$ cat src/rtl/dbell_pkg.sv
package dbell_pkg;
  localparam int INFO_W = 16;
  localparam int SEL_W  = 2;
  localparam int BIT_W  = 4;
  localparam int NREG   = 1 << SEL_W;
  localparam int REG_W  = 1 << BIT_W;
  localparam int NSRC   = NREG * REG_W;
  localparam int IDX_W  = SEL_W + BIT_W;

  typedef enum logic [1:0] {
    RSP_DONE  = 2'b00,
    RSP_RETRY = 2'b01,
    RSP_ERROR = 2'b10
  } rsp_code_e;

  // True when any non-decoded info bit is set
  function automatic logic info_has_reserved(input logic [INFO_W-1:0] info);
    return |info[INFO_W-1:IDX_W];
  endfunction

  // Flat status index: register select above bit select
  function automatic logic [IDX_W-1:0] info_to_index(input logic [INFO_W-1:0] info);
    return {info[BIT_W +: SEL_W], info[0 +: BIT_W]};
  endfunction
endpackage

$ cat src/rtl/dbell_fence.sv
module dbell_fence #(
  parameter int CNT_W = 8
) (
  input  logic             clk,
  input  logic             rst_n,
  input  logic             wr_issue,
  input  logic             wr_done,
  output logic             drained,
  output logic [CNT_W-1:0] count
);
  always_ff @(posedge clk or negedge rst_n) begin
    if (!rst_n) count <= '0;
    else if (wr_issue && !wr_done) count <= count + 1'b1;
    else if (!wr_issue && wr_done) count <= count - 1'b1;
  end

  assign drained = (count == '0);

  // a completion never arrives with nothing outstanding
  a_r6_no_underflow: assert property (@(posedge clk) disable iff (!rst_n)
    (wr_done && !wr_issue) |-> !drained);
endmodule

$ cat src/rtl/dbell_status.sv
module dbell_status
  import dbell_pkg::*;
(
  input  logic                 clk,
  input  logic                 rst_n,
  input  logic                 set_en,
  input  logic [IDX_W-1:0]     set_idx,
  input  logic                 clr_valid,
  input  logic [SEL_W-1:0]     clr_sel,
  input  logic [REG_W-1:0]     clr_mask,
  output logic [NSRC-1:0]      status
);
  logic [NSRC-1:0] clr_vec;
  logic [NSRC-1:0] set_vec;

  for (genvar r = 0; r < NREG; r++) begin : g_clr
    assign clr_vec[r*REG_W +: REG_W] =
      (clr_valid && clr_sel == SEL_W'(r)) ? clr_mask : '0;
  end

  always_comb begin
    set_vec = '0;
    if (set_en) set_vec[set_idx] = 1'b1;
  end

  always_ff @(posedge clk or negedge rst_n) begin
    if (!rst_n) status <= '0;
    else        status <= (status & ~clr_vec) | set_vec;
  end

  // a set on the same edge as a clear of that bit leaves it high
  a_r4_set_wins: assert property (@(posedge clk) disable iff (!rst_n)
    (set_en && clr_vec[set_idx]) |=> status[$past(set_idx)]);
endmodule

$ cat src/rtl/dbell_route.sv
module dbell_route
  import dbell_pkg::*;
#(
  parameter int NUM_CORES = 4,
  parameter int CORE_W    = 2
) (
  input  logic                 clk,
  input  logic                 rst_n,
  input  logic                 rt_wr_en,
  input  logic [IDX_W-1:0]     rt_idx,
  input  logic [CORE_W-1:0]    rt_core,
  input  logic [NSRC-1:0]      status,
  output logic [NUM_CORES-1:0] irq
);
  logic [CORE_W-1:0] tbl [NSRC];

  always_ff @(posedge clk or negedge rst_n) begin
    if (!rst_n) begin
      for (int s = 0; s < NSRC; s++) tbl[s] <= '0;
    end else if (rt_wr_en) begin
      tbl[rt_idx] <= rt_core;
    end
  end

  always_comb begin
    irq = '0;
    for (int c = 0; c < NUM_CORES; c++) begin
      for (int s = 0; s < NSRC; s++) begin
        if (tbl[s] == CORE_W'(c)) irq[c] = irq[c] | status[s];
      end
    end
  end

  // no interrupt without some status bit set
  a_r8_irq_quiet: assert property (@(posedge clk) disable iff (!rst_n)
    (status == '0) |-> (irq == '0));
endmodule

$ cat src/rtl/dbell_irq_ctrl.sv
module dbell_irq_ctrl
  import dbell_pkg::*;
#(
  parameter int NUM_CORES = 4,
  parameter int ID_W      = 8,
  parameter int CNT_W     = 8
) (
  input  logic                 clk,
  input  logic                 rst_n,
  input  logic                 req_valid,
  output logic                 req_ready,
  input  logic                 req_is_db,
  input  logic                 req_is_wr,
  input  logic [15:0]          req_info,
  input  logic [ID_W-1:0]      req_id,
  input  logic                 wr_done,
  output logic                 rsp_valid,
  input  logic                 rsp_ready,
  output logic [1:0]           rsp_code,
  output logic [ID_W-1:0]      rsp_id,
  input  logic                 clr_valid,
  input  logic [1:0]           clr_sel,
  input  logic [15:0]          clr_mask,
  input  logic                 rt_wr_en,
  input  logic [5:0]           rt_idx,
  input  logic [((NUM_CORES > 1) ? $clog2(NUM_CORES) : 1)-1:0] rt_core,
  output logic [63:0]          status,
  output logic [NUM_CORES-1:0] irq
);
  localparam int CORE_W = (NUM_CORES > 1) ? $clog2(NUM_CORES) : 1;

  // Named internal events
  logic             fence_drained;
  logic [CNT_W-1:0] wr_count;
  logic             rsp_stuck;
  logic             accept;
  logic             db_accept;
  logic             wr_issue;
  logic             info_bad;
  logic [IDX_W-1:0] db_idx;
  logic             bit_busy;
  logic             db_set;
  rsp_code_e        db_code;

  assign rsp_stuck = rsp_valid && !rsp_ready;
  assign req_ready = !req_is_db || (fence_drained && !rsp_stuck);
  assign accept    = req_valid && req_ready;
  assign db_accept = accept && req_is_db;
  assign wr_issue  = accept && !req_is_db && req_is_wr;

  assign info_bad = info_has_reserved(req_info);
  assign db_idx   = info_to_index(req_info);
  assign bit_busy = status[db_idx];
  assign db_set   = db_accept && !info_bad && !bit_busy;

  always_comb begin
    if (info_bad)      db_code = RSP_ERROR;
    else if (bit_busy) db_code = RSP_RETRY;
    else               db_code = RSP_DONE;
  end

  dbell_fence #(.CNT_W(CNT_W)) u_fence (
    .clk      (clk),
    .rst_n    (rst_n),
    .wr_issue (wr_issue),
    .wr_done  (wr_done),
    .drained  (fence_drained),
    .count    (wr_count)
  );

  dbell_status u_status (
    .clk       (clk),
    .rst_n     (rst_n),
    .set_en    (db_set),
    .set_idx   (db_idx),
    .clr_valid (clr_valid),
    .clr_sel   (clr_sel),
    .clr_mask  (clr_mask),
    .status    (status)
  );

  dbell_route #(.NUM_CORES(NUM_CORES), .CORE_W(CORE_W)) u_route (
    .clk      (clk),
    .rst_n    (rst_n),
    .rt_wr_en (rt_wr_en),
    .rt_idx   (rt_idx),
    .rt_core  (rt_core),
    .status   (status),
    .irq      (irq)
  );

  always_ff @(posedge clk or negedge rst_n) begin
    if (!rst_n) begin
      rsp_valid <= 1'b0;
      rsp_code  <= 2'b00;
      rsp_id    <= '0;
    end else if (db_accept) begin
      rsp_valid <= 1'b1;
      rsp_code  <= db_code;
      rsp_id    <= req_id;
    end else if (rsp_valid && rsp_ready) begin
      rsp_valid <= 1'b0;
    end
  end

  // doorbells wait behind outstanding writes
  a_r6_fence: assert property (@(posedge clk) disable iff (!rst_n)
    (req_valid && req_is_db && wr_count != '0) |-> !req_ready);

  // an unaccepted response holds still
  a_r7_hold: assert property (@(posedge clk) disable iff (!rst_n)
    (rsp_valid && !rsp_ready) |=> (rsp_valid && $stable(rsp_code) && $stable(rsp_id)));

  // a free, well-formed target bit is set and answered done
  a_r1_set: assert property (@(posedge clk) disable iff (!rst_n)
    (db_accept && !info_bad && !bit_busy) |=> (status[$past(db_idx)] && rsp_code == 2'b00));

  // a malformed field changes no status bit
  a_r2_no_change: assert property (@(posedge clk) disable iff (!rst_n)
    (db_accept && info_bad && !clr_valid) |=> ($stable(status) && rsp_code == 2'b10));

  // a busy target gets retry and stays set
  a_r3_retry: assert property (@(posedge clk) disable iff (!rst_n)
    (db_accept && !info_bad && bit_busy && !clr_valid) |=> (rsp_code == 2'b01 && status[$past(db_idx)]));
endmodule

$ cat config.mk
export PLATFORM = sky130hd
export DESIGN_NAME = dbell_irq_ctrl
export DESIGN_NICKNAME = d
export VERILOG_FILES = /design/src/rtl/dbell_pkg.sv /design/src/rtl/dbell_fence.sv /design/src/rtl/dbell_status.sv /design/src/rtl/dbell_route.sv /design/src/rtl/dbell_irq_ctrl.sv
export SDC_FILE = /design/constraint.sdc
export NUM_CORES = 1
export LEC_CHECK = 0
export BUFFER_PORTS_ARGS = -buffer_cell sky130_fd_sc_hd__buf_4
export CAP_MARGIN = 20
export CORE_MARGIN = 1
export CORE_UTILIZATION = 55
export CTS_CLUSTER_DIAMETER = 40
export CTS_CLUSTER_SIZE = 10
export DETAILED_ROUTE_END_ITERATION = 10
export MAX_ROUTING_LAYER = met4
export PLACE_DENSITY = 0.81
export SETUP_SLACK_MARGIN = 0.2
export SYNTH_ARGS = -nofsm -noshare
export SYNTH_HDL_FRONTEND = slang
export SYNTH_SLANG_ARGS = --single-unit
$ cat constraint.sdc
create_clock -name clk -period 2.8 [get_ports clk]
set_input_delay 0.56 -clock clk [delete_from_list [all_inputs] [get_ports clk]]
set_output_delay 0.56 -clock clk [all_outputs]
set_load 0.02 [all_outputs]
== Word-level counts from Yosys, hierarchy flattened ==
Index checks and enable logic that the tools add are counted.

* Output and inout port bits: 80
* Register bits after elaboration: 211
* Word-level logic and storage cells: 894

* Multiplexer cells: 274
* Reduce and logical (&&, ||, !) cells: 94
* Bitwise logic cells: 256
* Equality and inequality tests: 195
* Magnitude comparators: 4
* $add $sub $neg: 2

{| class="wikitable"
|+ Operators with widths
! operator !! number
|-
| $mux W1 || 261
|-
| $eq A2 B2 Y1 const B || 130
|-
| $or A1 B1 Y1 || 252
|-
| $eq A2 B1 Y1 const B || 65
|-
| $logic_not A2 Y1 || 65
|-
| $bwmux W128 || 1
|-
| $and A64 B64 Y64 || 1
|-
| $mux W16 || 4
|-
| $mux W64 || 1
|-
| $not A64 Y64 || 1
|-
| $or A64 B64 Y64 || 1
|-
| $logic_and A1 B1 Y1 || 17
|-
| $mux W8 || 2
|-
| $demux W2 S6 || 1
|-
| $reduce_or A10 Y1 || 1
|-
| $add A8 B1 Y8 const B || 1
|-
| $logic_not A8 Y1 || 1
|-
| $sub A8 B1 Y8 const B || 1
|-
| $ge A7 B7 Y1 const B || 1
|-
| $logic_not A1 Y1 || 7
|-
| $lt A6 B7 Y1 const B || 1
|-
| $lt A7 B1 Y1 const B || 1
|-
| $not A6 Y7 || 1
|-
| $bmux W1 S6 || 1
|-
| 5 further kinds || 7
|}

== Longest topological paths before layout ==
Gate-level depths: netlist of run 1.

* Depth in word-level cells: 128
* Mapped depth: 11

== By module ==
A second synthesis of run 1 with hierarchy kept.

* Cell total of the unflattened synthesis: 1163
* Area, all modules: 12448.2 µm²

{| class="wikitable"
|+ Modules (own cells, without submodules)
! module !! times used !! area each (µm²) !! sequential area each (µm²) !! cells each
|-
| dbell_route || 1 || 7553.5 || 3203.1 || 758
|-
| dbell_status || 1 || 3210.6 || 1601.5 || 260
|-
| dbell_irq_ctrl || 1 || 1041.0 || 275.3 || 76
|-
| dbell_fence || 1 || 643.1 || 200.2 || 69
|}

== Least setup slack after synthesis of run 1 ==
No wires, ideal clock.

* Path kind: input -> register
* Start point: input req_info[0]
* End point: register u_status.status[50]
* Setup time: 0.110 ns
* Arrival: 2.543 ns
* Required time: 2.690 ns
* Setup slack: 0.146 ns
* Stages: 9
* Cell sequence: buf_6 buf_2 mux4_2 nand3_1 o21ai_0 or3_1 buf_2 buf_2 o41ai_1

* Cells in the longest elaborated chain, start to end: 6
* Elaborated cells between the ends (all ways): 11

{| class="wikitable"
|+ RTL lines
! item !! line !! RTL
|-
| start, declared || dbell_irq_ctrl.sv:14 || <nowiki>input logic [15:0] req_info,</nowiki>
|-
| $lt A6 B7 Y1 (not written as such) (tied with other cells) || dbell_status.sv:23 || <nowiki>if (set_en) set_vec[set_idx] = 1'b1;</nowiki>
|-
| $logic_and A1 B1 Y1 (not written as such) / $mux W1 (equally long branches) || dbell_status.sv:23, dbell_irq_ctrl.sv:53 ||
|-
| $mux W1 (not written as such) / $logic_not A1 Y1 (equally long branches) || dbell_status.sv:23, dbell_irq_ctrl.sv:54 ||
|-
| $demux W1 S6 / $logic_and A1 B1 Y1 (equally long branches) || n/a ||
|-
| $mux W64 * || dbell_status.sv:23 ||
|-
| $or A64 B64 Y64 * || dbell_status.sv:28 || <nowiki>else status <= (status & ~clr_vec) | set_vec;</nowiki>
|-
| end signal, assigned || dbell_status.sv:28 ||
|-
| end, declared || dbell_status.sv:11 || <nowiki>output logic [NSRC-1:0] status</nowiki>
|}

Every way passes the cells marked *; elsewhere a longest branch is shown, timed or not. The select of a mux whose other input is x is not followed.
A chain may end at the register's enable or synchronous reset.

== Worst setup path after layout of run 1 ==
* Start point: register u_status.status[43]
* End point: output irq[1]

* Cells in the longest elaborated chain, start to end: 42

{| class="wikitable"
|+ RTL lines
! item !! line !! RTL
|-
| $or A1 B1 Y1 * || dbell_route.sv:29 || <nowiki>if (tbl[s] == CORE_W'(c)) irq[c] = irq[c] | status[s];</nowiki>
|-
| $mux W1 * || dbell_route.sv:29 ||
|-
| $or A1 B1 Y1 || dbell_route.sv:29 ||
|-
| $mux W1 * || dbell_route.sv:29 ||
|-
| $or A1 B1 Y1 || dbell_route.sv:29 ||
|-
| $mux W1 * || dbell_route.sv:29 ||
|-
| $or A1 B1 Y1 || dbell_route.sv:29 ||
|-
| $mux W1 * || dbell_route.sv:29 ||
|-
| [... 26 more ...] || n/a ||
|-
| $or A1 B1 Y1 || dbell_route.sv:29 ||
|-
| $mux W1 * || dbell_route.sv:29 ||
|-
| $or A1 B1 Y1 || dbell_route.sv:29 ||
|-
| $mux W1 * || dbell_route.sv:29 ||
|-
| $or A1 B1 Y1 || dbell_route.sv:29 ||
|-
| $mux W1 * || dbell_route.sv:29 ||
|-
| $or A1 B1 Y1 || dbell_route.sv:29 ||
|-
| $mux W1 * || dbell_route.sv:29 ||
|-
| end, declared || dbell_irq_ctrl.sv:28 || <nowiki>output logic [NUM_CORES-1:0] irq</nowiki>
|}

Every way passes the cells marked *; elsewhere a longest branch is shown, timed or not.

==> impl_metrics.csv, run 1 <==
group,metric,value,unit
logic_synthesis,syn-instance-count,1218,
hold_path,min_path_type,"input port to asynchronous set/reset pin",
die,dieWidth,149,µm
logic_synthesis,synth_seq_area_share,44.3,%
drt,ant_nets,0,
pwr,p_per_area,627,nW/µm²
clocking,cts.clk_slew.worst_paths,0.05,ns
timing,tightest_slew,1.01,ns
cells_and_area,finalNetCount,1508,
clocking,h-tree-depth,2,
drt,routed_wl,50.6,mm
placement,dp_hpwl,36.4,mm
clocking,cts_hold_buf,0,
critical_path,required,2.24,ns
logic_synthesis,ys_ff_latch,211,
critical_path,crit_path_end_kind,"output pin",
logic_synthesis,yosys_warnings,0,
timing,drv_slew,0,
clocking,cts.sinks,211,
placement,gp_congestion,1.14,
pwr,ir_worst_vdd,0.463,mV
global_route,grt_max_degree,75,
clocking,cts_tree,"done",
die,die-area,22300,µm²
drt,first_iter_violations,1467,
clocking,numCtsBuffers,36,
timing,fin_crit_sh,110,%
die,core_area,21200,µm²
outcome,status,"finished with violations",
drt,vias,12300,
pwr,cellLeakagePower,7.02,nW
die,io_pins,139,
global_route,grt_pass1_wl,73.2,mm
critical_path,worstPathMaxFanout,3,
die,start_util,56.4,%
timing,fin_setup_tns,-0.492,ns
flow_run,drv_cap,0,
placement,port_buffers,138,
timing,fin_worst_skew,0.0124,ns
global_route,overflow,0,
global_route,grt_usage,47.1,%
global_route,first_global_vias,11500,
clocking,clk_path_buf_depth,3,
placement,place_area,13800,µm²
global_route,antenna_found_initial,3,
clocking,cts-root-buf,"clkbuf_16",
cells_and_area,area_growth,31.3,%
clocking,clk_latency,0.51,ns
logic_synthesis,ys_types,55,
timing,max_slew_margin,32.9,%
cells_and_area,finalInstanceArea,15700,µm²
critical_path,critPathKind,"flip-flop to output pin",
logic_synthesis,netlist_area,11900,µm²
timing,hold_viol,0,
critical_path,start_kind,"flip-flop",
timing,min_period,3.08,ns
outcome,violations,"negative setup slack",
die,fp.dieH,149,µm
logic_synthesis,synth_nets,1285,
logic_synthesis,synth-edff-count,0,
logic_synthesis,syn_avg_cell_area,9.79,µm²
drt,dr.pass1.iters,8,
timing,rsz0062_at_grt,"yes",
drt,via_per_inst,7.03,
logic_synthesis,synthArstFlopShare,100,%
cells_and_area,drive_gt1_share,37.5,%
logic_synthesis,synth_ff_type,"dfrtp_1",
die,fp-row-count,53,
timing,setup_violations,3,
critical_path,cp.arrival,2.52,ns
drt,drcViolationCount,0,
timing,fmax,325,MHz
drt,routedWlPerCell,29.0,µm
timing,fin_ws,-0.278,ns
[worst paths after layout]
| kind | startpoint | endpoint | slack (ns) | depth (start not counted) |
|---|---|---|---|---|
| worst max-delay path | u_status.status[43] | irq[1] | -0.28 | 6 |
| worst min-delay path | rst_n | u_status.status[20] | 0.09 | 1 |
| worst max register to register | u_status.status[52] | u_status.status[37] | 0.21 | 6 |
| worst min register to register | u_fence.count[7] | u_fence.count[7] | 0.49 | 1 |
| max in group asynchronous | rst_n | u_status.status[36] | 1.86 | 2 |
| min in group clk | req_id[2] | rsp_id[2] | 0.28 | 2 |
[cell usage after synthesis, drive strengths merged (2+ instances only)]
library cell  instances  share of area [%]
nand2               250                7.9
dfrtp               211                 44
mux2                135                 13
nor2                 75                2.4
nand3                73                3.1
o41ai                64                5.5
nor3b                59                3.7
nand3b               49                3.1
clkbuf               32                1.0
o22ai                32                1.7
nand4                28                1.5
nor4                 28                1.5
buf                  22                1.1
o21ai                19               0.80
mux2i                15                1.3
inv                  14               0.44
nor2b                10               0.52
mux4                  8                1.5
o2111ai               8               0.59
a21oi                 7               0.29
and2                  7               0.37
ha                    7               0.73
nor3                  7               0.29
and3                  5               0.26
or3                   5               0.26
a31oi                 4               0.21
nand2b                4               0.21
o211ai                4               0.25
xor2                  4               0.29
a21o                  3               0.19
or4                   3               0.19
xnor2                 3               0.22
a32oi                 2               0.15
and3b                 2               0.15
o32ai                 2               0.15
or3b                  2               0.15
[cell type report]
cell class                 count  area (µm²)
inverter                      14        52.6
sequential                   211        5320
tap                          275         344
clock inverter                17         225
fill                        1492        5490
clock buffer                  46        1020
timing repair buffer         239        1870
antenna                        4        10.0
multi-input combinational    939        6820
[critical path, cell delays in order, from the launching register on]
cell and delay, ns:
dfrtp_2 0.46, nand3b_1 0.28, nand4_1 0.23, or4_4 0.48, nor4_4 0.14, nand4_1 0.19
buf_4 0.22
[routing by layer]
metal	GRT usage (%)	up-vias	part of all wire, %
li1	-	4987	-
met1	60.5	5988	37
met2	67.3	1019	43
met3	12.9	265	14
met4	25.9	0	6.4
met5	-	-	0
[cells in the final DEF (no fill, tap or decap), types with 5 or more instances in the layout]
master     count
o22ai_1       27
mux2_2       135
nand3b_1      49
and2_1         7
mux2i_1       15
nor2_1        75
o2111ai_1      6
nand3_1       72
nand4_1       28
o41ai_2       38
nor3_1         7
clkbuf_16     38
inv_1         14
mux4_2         8
o21ai_0       17
dfrtp_2       28
nor2b_1       10
dfrtp_1      183
buf_6         11
nor3b_1       54
nor4_1        17
buf_4        224
nor4_2         9
nand2_1      246
a21oi_1        7
or3_1          5
o41ai_1       24
ha_1           7
clkbuf_8       5
[repair_timing]
item	4_1_cts	5_1_grt
gates resized for setup	70	40
setup buffers	12	5
pin swaps	29	16
setup endpoints to repair	25	35
[where the power goes]
part	internal [mW]	switching [mW]	leakage [nW]
combinational	0.656	0.713	3.62
sequential	3.42	0.480	2.79
clock	2.96	1.59	0.611
total	7.04	2.78	7.02
[cell families (layout without fill, tap and decap cells)]
kind of cell | Yosys count | in the layout | share of synthesized area [%]
buf+inv | 68 | 316 | 2.54
flops | 211 | 211 | 44.3
compound gates | 157 | 157 | 10.7
simple gates | 609 | 609 | 25.6
xor+xnor | 7 | 7 | 0.514
mux | 158 | 158 | 15.5
other cells | 0 | 4 | 0
fa+ha+maj | 8 | 8 | 0.902
[through the flow]
stage	setup slack (ns)	hold slack [ns]	total power [mW]	instances	utilization, %
3_3_place_gp	0.124	0.458	5.16	1661	65.0
5_1_grt	-0.299	0.130	10.1	1744	74.0
4_1_cts	-0.181	0.110	9.76	1736	72.6
6_report	-0.278	0.0915	9.82	1745	74.0
3_5_place_dp	-0.0417	0.488	5.23	1661	65.0
2_1_floorplan	0.186	0.264	4.60	1218	-
[flip-flops by register name, summed over array words and instances (netlist names)]
register	flops
rsp_id	8
u_status.status	64
rsp_code	2
u_route.tbl	128
rsp_valid	1
u_fence.count	8
Power figures use the tool's default switching activity.
==> run 2: changes to the inputs <==
--- a/config.mk
+++ b/config.mk
@@ -8,12 +8,12 @@
 export BUFFER_PORTS_ARGS = -buffer_cell sky130_fd_sc_hd__buf_4
 export CAP_MARGIN = 20
 export CORE_MARGIN = 1
-export CORE_UTILIZATION = 55
+export CORE_UTILIZATION = 59
 export CTS_CLUSTER_DIAMETER = 40
 export CTS_CLUSTER_SIZE = 10
 export DETAILED_ROUTE_END_ITERATION = 10
 export MAX_ROUTING_LAYER = met4
-export PLACE_DENSITY = 0.81
+export PLACE_DENSITY = 0.86
 export SETUP_SLACK_MARGIN = 0.2
 export SYNTH_ARGS = -nofsm -noshare
 export SYNTH_HDL_FRONTEND = slang
==> constraint.sdc (replaced) <==
create_clock -name clk -period 3.8 [get_ports clk]
set_input_delay 0.76 -clock clk [delete_from_list [all_inputs] [get_ports clk]]
set_output_delay 0.76 -clock clk [all_outputs]
set_load 0.02 [all_outputs]
==> run 2 against run 1 <==
Against the previous run:
- cell area down 7.4%
- via count fell by 3.5%
- global-route usage increased by 0.35 points
- sequential cell count unchanged
- power decreased by 28%
- the run now ends clean
- sequential share of layout area increased by 2.5 points
- clock power decreased by 29%
- sequential power decreased by 26%
- critical path depth did not move
==> impl_metrics.csv, run 2 (same netlist as run 1, synthesis figures left out) <==
group,metric,value,unit
pwr,cellLeakagePower,6.38,nW
global_route,grt_pass1_wl,68.5,mm
critical_path,critPathMaxStageDelay,0.61,ns
timing,tightest_slew,1.13,ns
die,io_pins,139,
global_route,use_met1,60.0,%
die,die-area,20800,µm²
placement,dp_hpwl,33.8,mm
placement,dpl_worst_slack,0.382,ns
critical_path,crit_family,"simple AND/OR/NAND/NOR gates",
placement,port_buffers,138,
global_route,overflow,0,
timing,min_period,3.56,ns
timing,setup_violations,0,
drt,routedWlPerCell,28.2,µm
die,core_area,19700,µm²
critical_path,critPathSlowestCell,"or4_1",
placement,gp_congestion,1.11,
pwr,p_per_area,485,nW/µm²
die,fp-row-count,51,
cells_and_area,top_regs,"u_route.tbl: 128 flops, u_status.status: 64 flops",
clocking,clk_path_buf_depth,3,
drt,routed_wl,46.8,mm
timing,fin_worst_skew,0.0151,ns
critical_path,reg2regPathDepth,6,
drt,dr.pass1.iters,6,
critical_path,crit_start,"u_status.status[51]",
cells_and_area,fillCellCount,1431,
global_route,grt_use_met3,12.7,%
cells_and_area,final_cell_mix,"250 x nand2_1, 211 x dfrtp_1, 168 x buf_4",
global_route,grt_max_degree,107,
clocking,cts.clk_slew.worst_paths,0.05,ns
die,start_util,60.7,%
drt,via_per_inst,7.12,
pwr,power,7.04,mW
clocking,h-tree-depth,2,
drt,ant_nets,0,
outcome,status,"finished, final reports clean",
critical_path,crit_path_end_kind,"output pin",
cells_and_area,area_growth,21.6,%
global_route,first_global_vias,11000,
pwr,ir_worst_vdd,0.382,mV
cells_and_area,drive_gt1_share,28.0,%
hold_path,min_path_type,"input port to asynchronous set/reset pin",
die,fp.dieH,144,µm
timing,rsz0062_at_grt,"no",
cells_and_area,largest_register_ffs,128,
cells_and_area,largest-register,"u_route.tbl",
timing,fin_crit_sh,93.8,%
drt,drcViolationCount,0,
global_route,grt_usage,47.5,%
critical_path,start_kind,"flip-flop",
critical_path,cp-endpoint,"irq[0]",
drt,first_iter_violations,1619,
timing,max_slew_margin,24.8,%
drt,vias,11800,
critical_path,regToRegSetupSlack,0.88,ns
critical_path,r2r-start,"u_status.status[0]",
timing,fmax,281,MHz
critical_path,r2r_end,"rsp_code[0]",
timing,fin_ws,0.237,ns
critical_path,worst-path-stages,6,
global_route,met2_usage,67.0,%
clocking,cts_hold_buf,0,
critical_path,worstPathMaxFanout,2,
cells_and_area,finalNetCount,1438,
flow_run,drv_cap,0,
global_route,top_usage_layer,"met2",
timing,hold_viol,0,
global_route,antenna_found_initial,1,
critical_path,cp.arrival,2.80,ns
clocking,cts.sinks,211,
timing,fin_setup_tns,0,ns
clocking,post-cts-setup-buffers,0,
critical_path,cp_cell_sequence,"nand2b_1, o32ai_1, nor3_1, nand4_1, or4_1, buf_4",
clocking,numCtsBuffers,34,
clocking,cts-root-buf,"clkbuf_16",
clocking,clk_latency,0.52,ns
cells_and_area,mostFrequentLayoutCell,"nand2_1",
clocking,cts_resized,0,
timing,drv_slew,0,
timing,whs,0.351,ns
critical_path,critPathKind,"flip-flop to output pin",
critical_path,cp.buffers_inverters,1,
die,dieWidth,144,µm
critical_path,required,3.04,ns
clocking,cts_tree,"done",
## run 2: changes by cell type in the layout (fill, tap and decap cells not counted), sizes merged
cell / previous run / this run
buf: 238 / 170
diode: 4 / 1
clkbuf: 47 / 45
clkinv: 9 / 7
inv: 17 / 18
## run 2: worst reg2reg max path: stages (launching register included)
cell and delay, ns:
dfrtp_1 0.62, mux4_2 0.57, mux2i_1 0.14, o22ai_1 0.08, or3_1 0.78, and2_1 0.36
a221o_1 0.26
## run 2: metrics by stage
stage / std cells / util, % / area [µm²]
global route: 1661 / 73.8 / 14500
finish: 1661 / 73.8 / 14500
CTS: 1659 / 73.7 / 14500
global placement: 1598 / 67.7 / 13300
floorplan: 1218 / - / 11900
detailed placement: 1599 / 67.7 / 13300
## run 2: per-layer routing
layer | vias up | part of all wire [%]
li1 | 4854 | -
met1 | 5653 | 35
met5 | - | 0
met3 | 276 | 14
met4 | 0 | 7.9
met2 | 1043 | 43
## run 2: worst min-delay path by stage
stage	start	endpoint
4_1_cts	rst_n	rsp_id[4]
2_1_floorplan	u_fence.count[7]	u_fence.count[7]
6_report	rst_n	rsp_id[0]
3_5_place_dp	u_fence.count[7]	u_fence.count[7]
5_1_grt	rst_n	rsp_id[4]
3_3_place_gp	u_fence.count[7]	u_fence.count[7]
## run 2: report_power, final
group / internal [mW] / switching, mW
clock network: 2.08 / 1.13
registers: 2.52 / 0.363
logic: 0.449 / 0.491
total: 5.05 / 1.99
## run 2: area by class of cell
cell class	instances	area, µm²	share of cell area (%)
antenna	1	2.50	0.0173
sequential	211	5280	36.4
clock buffer	44	968	6.68
clock inverter	16	216	1.49
timing repair buffer	171	1310	9.01
multi-input combinational	939	6350	43.8
inverter	14	52.6	0.362
tap	265	332	2.29
